## src/rtl/stat_pkt_pkg.sv

```systemverilog
package stat_pkt_pkg;

    localparam int SEQ_W = 6;

    typedef enum logic [1:0] {
        MODE_OFF        = 2'd0,
        MODE_SINGLE     = 2'd1,
        MODE_ON_CHANGE  = 2'd2,
        MODE_SINGLE_CHG = 2'd3
    } report_mode_e;

    typedef enum logic [1:0] {
        TX_IDLE = 2'd0,
        TX_REQ  = 2'd1,
        TX_SEND = 2'd2
    } tx_state_e;

    // payload bytes: one for {seq, two status bits}, then the rest of the status in bytes
    function automatic int payload_bytes(input int pbits);
        return 1 + (pbits - 2 + 7) / 8;
    endfunction

    function automatic logic tracks_change(input report_mode_e m);
        return (m == MODE_ON_CHANGE) || (m == MODE_SINGLE_CHG);
    endfunction

    function automatic logic fires_on_write(input report_mode_e m);
        return (m == MODE_SINGLE) || (m == MODE_SINGLE_CHG);
    endfunction

endpackage

```

## src/rtl/stat_pkt_watch.sv

```systemverilog
module stat_pkt_watch #(
    parameter int PAYLOAD_BITS = 15
) (
    input  logic                    clk,
    input  logic                    rst,
    input  logic [PAYLOAD_BITS-1:0] status,
    output logic                    change
);

    typedef struct packed {
        logic [PAYLOAD_BITS-1:0] prev;
    } watch_t;

    watch_t watch_d, watch_q;

    always_comb begin
        watch_d      = watch_q;
        watch_d.prev = status;
    end

    always_ff @(posedge clk) begin
        if (rst) watch_q <= '0;
        else     watch_q <= watch_d;
    end

    assign change = (status != watch_q.prev);

endmodule

```

## src/rtl/stat_pkt_ctrl.sv

```systemverilog
module stat_pkt_ctrl
    import stat_pkt_pkg::*;
(
    input  logic             clk,
    input  logic             rst,
    input  logic             cfg_we,
    input  logic [7:0]       cfg_wdata,
    input  logic             change,
    input  logic             launch,
    output report_mode_e     mode,
    output logic [SEQ_W-1:0] seq,
    output logic             pending
);

    typedef struct packed {
        report_mode_e     mode;
        logic [SEQ_W-1:0] seq;
        logic             pending;
    } ctrl_t;

    localparam ctrl_t CTRL_RST = '{mode: MODE_OFF, seq: '0, pending: 1'b0};

    ctrl_t ctrl_d, ctrl_q;
    report_mode_e wr_mode;

    assign wr_mode = report_mode_e'(cfg_wdata[7:6]);

    always_comb begin
        ctrl_d = ctrl_q;
        if (launch) ctrl_d.pending = 1'b0;
        if (change && tracks_change(ctrl_q.mode)) ctrl_d.pending = 1'b1;
        if (cfg_we) begin
            ctrl_d.mode = wr_mode;
            ctrl_d.seq  = cfg_wdata[SEQ_W-1:0];
            if (wr_mode == MODE_OFF)       ctrl_d.pending = 1'b0;
            else if (fires_on_write(wr_mode)) ctrl_d.pending = 1'b1;
        end
    end

    always_ff @(posedge clk) begin
        if (rst) ctrl_q <= CTRL_RST;
        else     ctrl_q <= ctrl_d;
    end

    assign mode    = ctrl_q.mode;
    assign seq     = ctrl_q.seq;
    assign pending = ctrl_q.pending;


    cancel_chk: assert property (@(posedge clk) disable iff (rst)
        (cfg_we && cfg_wdata[7:6] == 2'd0) |=> !pending);


    change_sched_chk: assert property (@(posedge clk) disable iff (rst)
        (change && tracks_change(mode) && !cfg_we) |=> pending);

endmodule

```

## src/rtl/stat_pkt_tx.sv

```systemverilog
module stat_pkt_tx
    import stat_pkt_pkg::*;
#(
    parameter int          PAYLOAD_BITS = 15,
    parameter logic [7:0]  ADDR_BYTE    = 8'h21
) (
    input  logic                    clk,
    input  logic                    rst,
    input  logic                    pending,
    input  logic [PAYLOAD_BITS-1:0] status,
    input  logic [SEQ_W-1:0]        seq,
    input  logic                    pkt_start,
    output logic                    launch,
    output logic                    pkt_req,
    output logic [7:0]              pkt_byte
);

    localparam int NPB     = payload_bytes(PAYLOAD_BITS);
    localparam int FRAME_W = 8 * NPB;
    localparam int USED_W  = PAYLOAD_BITS + SEQ_W;
    localparam int IDX_W   = (NPB > 1) ? $clog2(NPB) : 1;
    localparam logic [IDX_W-1:0] LAST_IDX = IDX_W'(NPB - 1);

    typedef struct packed {
        tx_state_e          state;
        logic [IDX_W-1:0]   idx;
        logic [FRAME_W-1:0] frame;
    } tx_t;

    localparam tx_t TX_RST = '{state: TX_IDLE, idx: '0, frame: '0};

    tx_t tx_d, tx_q;
    logic [FRAME_W-1:0] frame_now;

    // frame layout: [1:0] low status bits, [7:2] sequence, then status[PB-1:2]
    assign frame_now[1:0]       = status[1:0];
    assign frame_now[7:2]       = seq;
    for (genvar b = 2; b < PAYLOAD_BITS; b++) begin : g_status_bit
        assign frame_now[b + SEQ_W] = status[b];
    end
    if (FRAME_W > USED_W) begin : g_pad
        assign frame_now[FRAME_W-1:USED_W] = '0;
    end

    assign launch = (tx_q.state == TX_IDLE) && pending;

    always_comb begin
        tx_d = tx_q;
        unique case (tx_q.state)
            TX_IDLE: begin
                if (pending) begin
                    tx_d.state = TX_REQ;
                    tx_d.frame = frame_now;
                end
            end
            TX_REQ: begin
                if (pkt_start) begin
                    tx_d.state = TX_SEND;
                    tx_d.idx   = '0;
                end
            end
            TX_SEND: begin
                if (tx_q.idx == LAST_IDX) begin
                    tx_d.state = TX_IDLE;
                    tx_d.idx   = '0;
                end else begin
                    tx_d.idx = tx_q.idx + 1'b1;
                end
            end
            default: tx_d = TX_RST;
        endcase
    end

    always_ff @(posedge clk) begin
        if (rst) tx_q <= TX_RST;
        else     tx_q <= tx_d;
    end

    always_comb begin
        pkt_byte = 8'h00;
        if (tx_q.state == TX_REQ)       pkt_byte = ADDR_BYTE;
        else if (tx_q.state == TX_SEND) pkt_byte = tx_q.frame[{tx_q.idx, 3'b000} +: 8];
    end

    assign pkt_req = (tx_q.state == TX_REQ);


    req_hold_chk: assert property (@(posedge clk) disable iff (rst)
        (pkt_req && !pkt_start) |=> pkt_req);


    req_drop_chk: assert property (@(posedge clk) disable iff (rst)
        (pkt_req && pkt_start) |=> (!pkt_req && tx_q.state == TX_SEND));


    snap_stable_chk: assert property (@(posedge clk) disable iff (rst)
        (tx_q.state == TX_SEND) |-> $stable(tx_q.frame));


    gap_chk: assert property (@(posedge clk) disable iff (rst)
        (tx_q.state == TX_SEND && tx_q.idx == LAST_IDX) |=> (!pkt_req && pkt_byte == 8'h00));

endmodule

```

## src/rtl/stat_pkt_gen.sv

```systemverilog
module stat_pkt_gen
    import stat_pkt_pkg::*;
#(
    parameter int         PAYLOAD_BITS = 15,
    parameter logic [7:0] ADDR_BYTE    = 8'h21
) (
    input  logic                    clk,
    input  logic                    rst,
    input  logic                    cfg_we,
    input  logic [7:0]              cfg_wdata,
    input  logic [PAYLOAD_BITS-1:0] status,
    input  logic                    pkt_start,
    output logic                    pkt_req,
    output logic [7:0]              pkt_byte
);

    logic             change;
    logic             launch;
    logic             pending;
    report_mode_e     mode;
    logic [SEQ_W-1:0] seq;

    stat_pkt_watch #(
        .PAYLOAD_BITS (PAYLOAD_BITS)
    ) watch_i (
        .clk    (clk),
        .rst    (rst),
        .status (status),
        .change (change)
    );

    stat_pkt_ctrl ctrl_i (
        .clk       (clk),
        .rst       (rst),
        .cfg_we    (cfg_we),
        .cfg_wdata (cfg_wdata),
        .change    (change),
        .launch    (launch),
        .mode      (mode),
        .seq       (seq),
        .pending   (pending)
    );

    stat_pkt_tx #(
        .PAYLOAD_BITS (PAYLOAD_BITS),
        .ADDR_BYTE    (ADDR_BYTE)
    ) tx_i (
        .clk       (clk),
        .rst       (rst),
        .pending   (pending),
        .status    (status),
        .seq       (seq),
        .pkt_start (pkt_start),
        .launch    (launch),
        .pkt_req   (pkt_req),
        .pkt_byte  (pkt_byte)
    );


    idle_after_reset_chk: assert property (@(posedge clk)
        rst |=> (!pkt_req && pkt_byte == 8'h00 && mode == MODE_OFF));

endmodule

```

## config.mk

```make
export PLATFORM = sky130hd
export DESIGN_NAME = stat_pkt_gen
export DESIGN_NICKNAME = d
export VERILOG_FILES = /design/src/rtl/stat_pkt_pkg.sv /design/src/rtl/stat_pkt_watch.sv /design/src/rtl/stat_pkt_ctrl.sv /design/src/rtl/stat_pkt_tx.sv /design/src/rtl/stat_pkt_gen.sv
export SDC_FILE = /design/constraint.sdc
export NUM_CORES = 1
export LEC_CHECK = 0
export BUFFER_PORTS_ARGS = -buffer_cell sky130_fd_sc_hd__buf_2
export CAP_MARGIN = 20
export CORE_MARGIN = 2
export CORE_UTILIZATION = 35
export CTS_CLUSTER_DIAMETER = 120
export CTS_CLUSTER_SIZE = 24
export DETAILED_ROUTE_END_ITERATION = 6
export GPL_ROUTABILITY_DRIVEN = 0
export PLACE_DENSITY = 0.51
export SLEW_MARGIN = 30
export SYNTH_ARGS = -nofsm -noshare
export SYNTH_HDL_FRONTEND = slang
export SYNTH_SLANG_ARGS = --single-unit
```

## constraint.sdc

```tcl
create_clock -name clk -period 2.5 [get_ports clk]
set_input_delay 0.375 -clock clk [delete_from_list [all_inputs] [get_ports clk]]
set_output_delay 0.375 -clock clk [all_outputs]
set_load 0.1 [all_outputs]
```

==> results.cfg <==
[critical_path]
cp_data_required_time_ns = 2.12
r2r_setup_slack_ns = 0.81
timing.critical_path.to_type = output pin
worst_path_maximum_fanout = 6
timing.rr.end = tx_i.tx_q[4]
worstReg2RegStart = tx_i.tx_q[26]
path_class = register to output pin
critical_path_origin = tx_i.tx_q[26]
cp_data_arrival_time_ns = 1.97
worst_r2r_path_depth = 5
startpoint_type = register

[sta]
worst_pin_slew_ns = 0.704
hold_ws_ns = 0.308
grt_setup_unrepaired = no
postLayoutSetupSlackWorst_ns = 0.150
worst_slew_margin_rel_pct = 53.0
final-setup-viol-count = 0
final-hold-violation-count = 0
final_min_period_over_clock_period_pct = 94.0
layout_min_cycle_time_ns = 2.35
worst_clock_skew_ns = 0.00930
final_max_tran_viols = 0
max_freq_ghz = 0.426
setup_tns_final_ns = 0

[global_routing]
grt_pass1_wl_um = 7540
grt_max_degree = 32
vias_in_the_first_global_route = 1557
number_of_antenna_violations_at_the_first_check_in_global_routing = 0
groute.usage.overall_pct = 15.1
globalRoute.totalOverflow = 0

[clocking]
clk_pin_slew_worst_paths_ns = 0.09
cts-resized-gates = 0
cts_post_setup_buffers_inserted = 0
clock-sinks = 48
clk_latency_ns = 0.30
cts_hold_buf = 0
clock-root-buffer = sky130_fd_sc_hd__clkbuf_8
cts_buffers = 5
clock_tree_from_tritoncts = yes
htree_num_levels = 2
max-clock-path-buffers = 2

[routing]
firstDrtPassIters = 4
totalWireLength_um = 4590
vias = 1638
drt-vias-per-instance = 4.82
drt_iter0_markers = 54
ant_nets = 0
detail_route.drc_violations = 0
avgRoutedWirePerCell_um = 13.5

[power]
pnr_total_power_mw = 1.86
intPower_mw = 1.29
total_switching_power_mw = 0.570
powerDensity_nw_per_um2 = 758
share_clk_of_total_power_pct = 31.5
power.ir.vdd_worst_mv = 0.423
switching_share_pct = 30.6
sequentialPowerShare_pct = 46.8
static_leakage_nw = 0.911
p_comb_share_pct = 21.7

[cells_and_area]
layout-drive-gt1-share_pct = 22.6
antenna_cells_inserted = 0
syn_to_final_growth_pct = 16.3
total_nets_final = 294

[logic_synthesis]
ys_seq_area_share_pct = 45.5
synth.ff_latch_count = 48
yosys_warning_count = 0
synth_cell_type_count = 32
post_synth.cell_area_avg_um2 = 9.03
net_count_synth = 264
netlist_instances = 234
syn_area_um2 = 2110

[placed_design]
place.detailed.hpwl_um = 3310
post_place_setup_slack_ns = 0.457
port-buffer-count = 35

[run]
max_cap_violations = 0

[floorplanning]
dieWidth_um = 81.7
die_height_um = 81.7
placement_rows = 28
initial_utilization_pct = 35.9
ioPinCount = 36
design.die.area_um2 = 6680
core_um2 = 5890

[worst_hold_path]
min_path_cells = 3
timing.hold.worst.start = cfg_wdata[1]
holdPathEnd = ctrl_i.seq[1]
worstHoldPathType = input port to register

[outcome]
outcome = finished clean
==> worst max-delay path, cell delays in order, from the launching register on <==
cell                      delay [ns]
sky130_fd_sc_hd__dfxtp_1        0.33
sky130_fd_sc_hd__inv_1          0.08
sky130_fd_sc_hd__ha_1           0.31
sky130_fd_sc_hd__nand2_1        0.29
sky130_fd_sc_hd__nor3_4         0.23
sky130_fd_sc_hd__buf_2          0.44
==> per-layer routing <==
layer	share of wire, %	vias to the layer above	global-route usage [%]
li1	-	844	-
met1	50	766	20.1
met2	46	26	24.3
met3	3.5	2	3.63
met4	0.46	0	4.50
met5	0	-	0
==> final cells by class <==
type	instances	area, µm²
fillers	619	3430
multi-input cells	167	1070
flip-flops and latches	48	961
repair buffers	38	198
well taps	75	93.8
clock buffers	6	82.6
clock inverters	2	38.8
inverters	4	15.0
==> power by group through the flow <==
stage | sequential (mW) | clock (mW) | combinational, mW
final | 0.871 | 0.587 | 0.404
after global routing | 0.878 | 0.636 | 0.448
after CTS | 0.871 | 0.611 | 0.413
after detailed placement | 0.889 | 0 | 0.411
after global placement | 0.890 | 0 | 0.408
after floorplan | 0.873 | 0 | 0.353
==> cells in the final DEF, fill, tap and decap left out, drive strengths merged, types with 4 or more instances in the layout <==
| cell | count |
|---|---|
| nor2b | 18 |
| mux2i | 16 |
| clkbuf | 6 |
| nand2 | 25 |
| dfxtp | 48 |
| nand2b | 5 |
| buf | 38 |
| nand3 | 22 |
| a21oi | 27 |
| xnor2 | 15 |
| nor2 | 18 |
| inv | 4 |
==> synthesized netlist by cell type (all sizes together) <==
master | number | area share, %
nor3 | 3 | 0.95
xnor2 | 15 | 6.2
o32ai | 1 | 0.41
a31oi | 1 | 0.30
o21ai | 2 | 0.47
a22oi | 2 | 0.95
buf | 13 | 4.7
a21o | 2 | 0.71
nor2b | 18 | 5.4
a21oi | 27 | 6.9
mux2i | 16 | 7.6
o31a | 1 | 0.41
inv | 4 | 0.71
nand4 | 3 | 0.89
nor2 | 18 | 3.2
nand3 | 22 | 5.2
dfxtp | 48 | 45
ha | 3 | 1.8
nand2 | 25 | 4.4
nor4 | 1 | 0.30
a211oi | 2 | 0.71
nand2b | 5 | 1.8
clkbuf | 2 | 0.36
==> registers in the layout, indices dropped and copies added, names as in the netlist <==
register	count
ctrl_i.seq	6
watch_i.watch_q	15
ctrl_i.pending	1
tx_i.tx_q	25
ctrl_i.mode	1
==> stage by stage <==
stage                     cells  instance area, µm²  utilization [%]
after floorplan             234                2150                -
after global placement      332                2340             39.7
after detailed placement    332                2340             39.7
after CTS                   340                2460             41.8
after global routing        340                2460             41.8
final                       340                2460             41.8
==> cell families after synthesis <==
kind of cell	count (synthesis)	synth area share, %
adder cells (fa/ha/maj)	3	1.78
AND/OR/NAND/NOR	95	22.3
flip-flops	48	45.5
XOR/XNOR	15	6.22
multiplexers	16	7.58
buffers and inverters	19	5.80
AO/OA/AOI/OAI	38	10.9
==> how the worst max path moves through the flow <==
stage | endpoint | slack, ns | cells after the start
4_1_cts | pkt_byte[7] | 0.13 | 5
5_1_grt | pkt_byte[7] | 0.02 | 5
3_5_place_dp | pkt_byte[7] | 0.46 | 5
6_report | pkt_byte[7] | 0.15 | 5
3_3_place_gp | pkt_byte[7] | 0.48 | 5
2_1_floorplan | pkt_byte[1] | 0.10 | 5
Note: power is estimated with default switching activity, not from simulation.
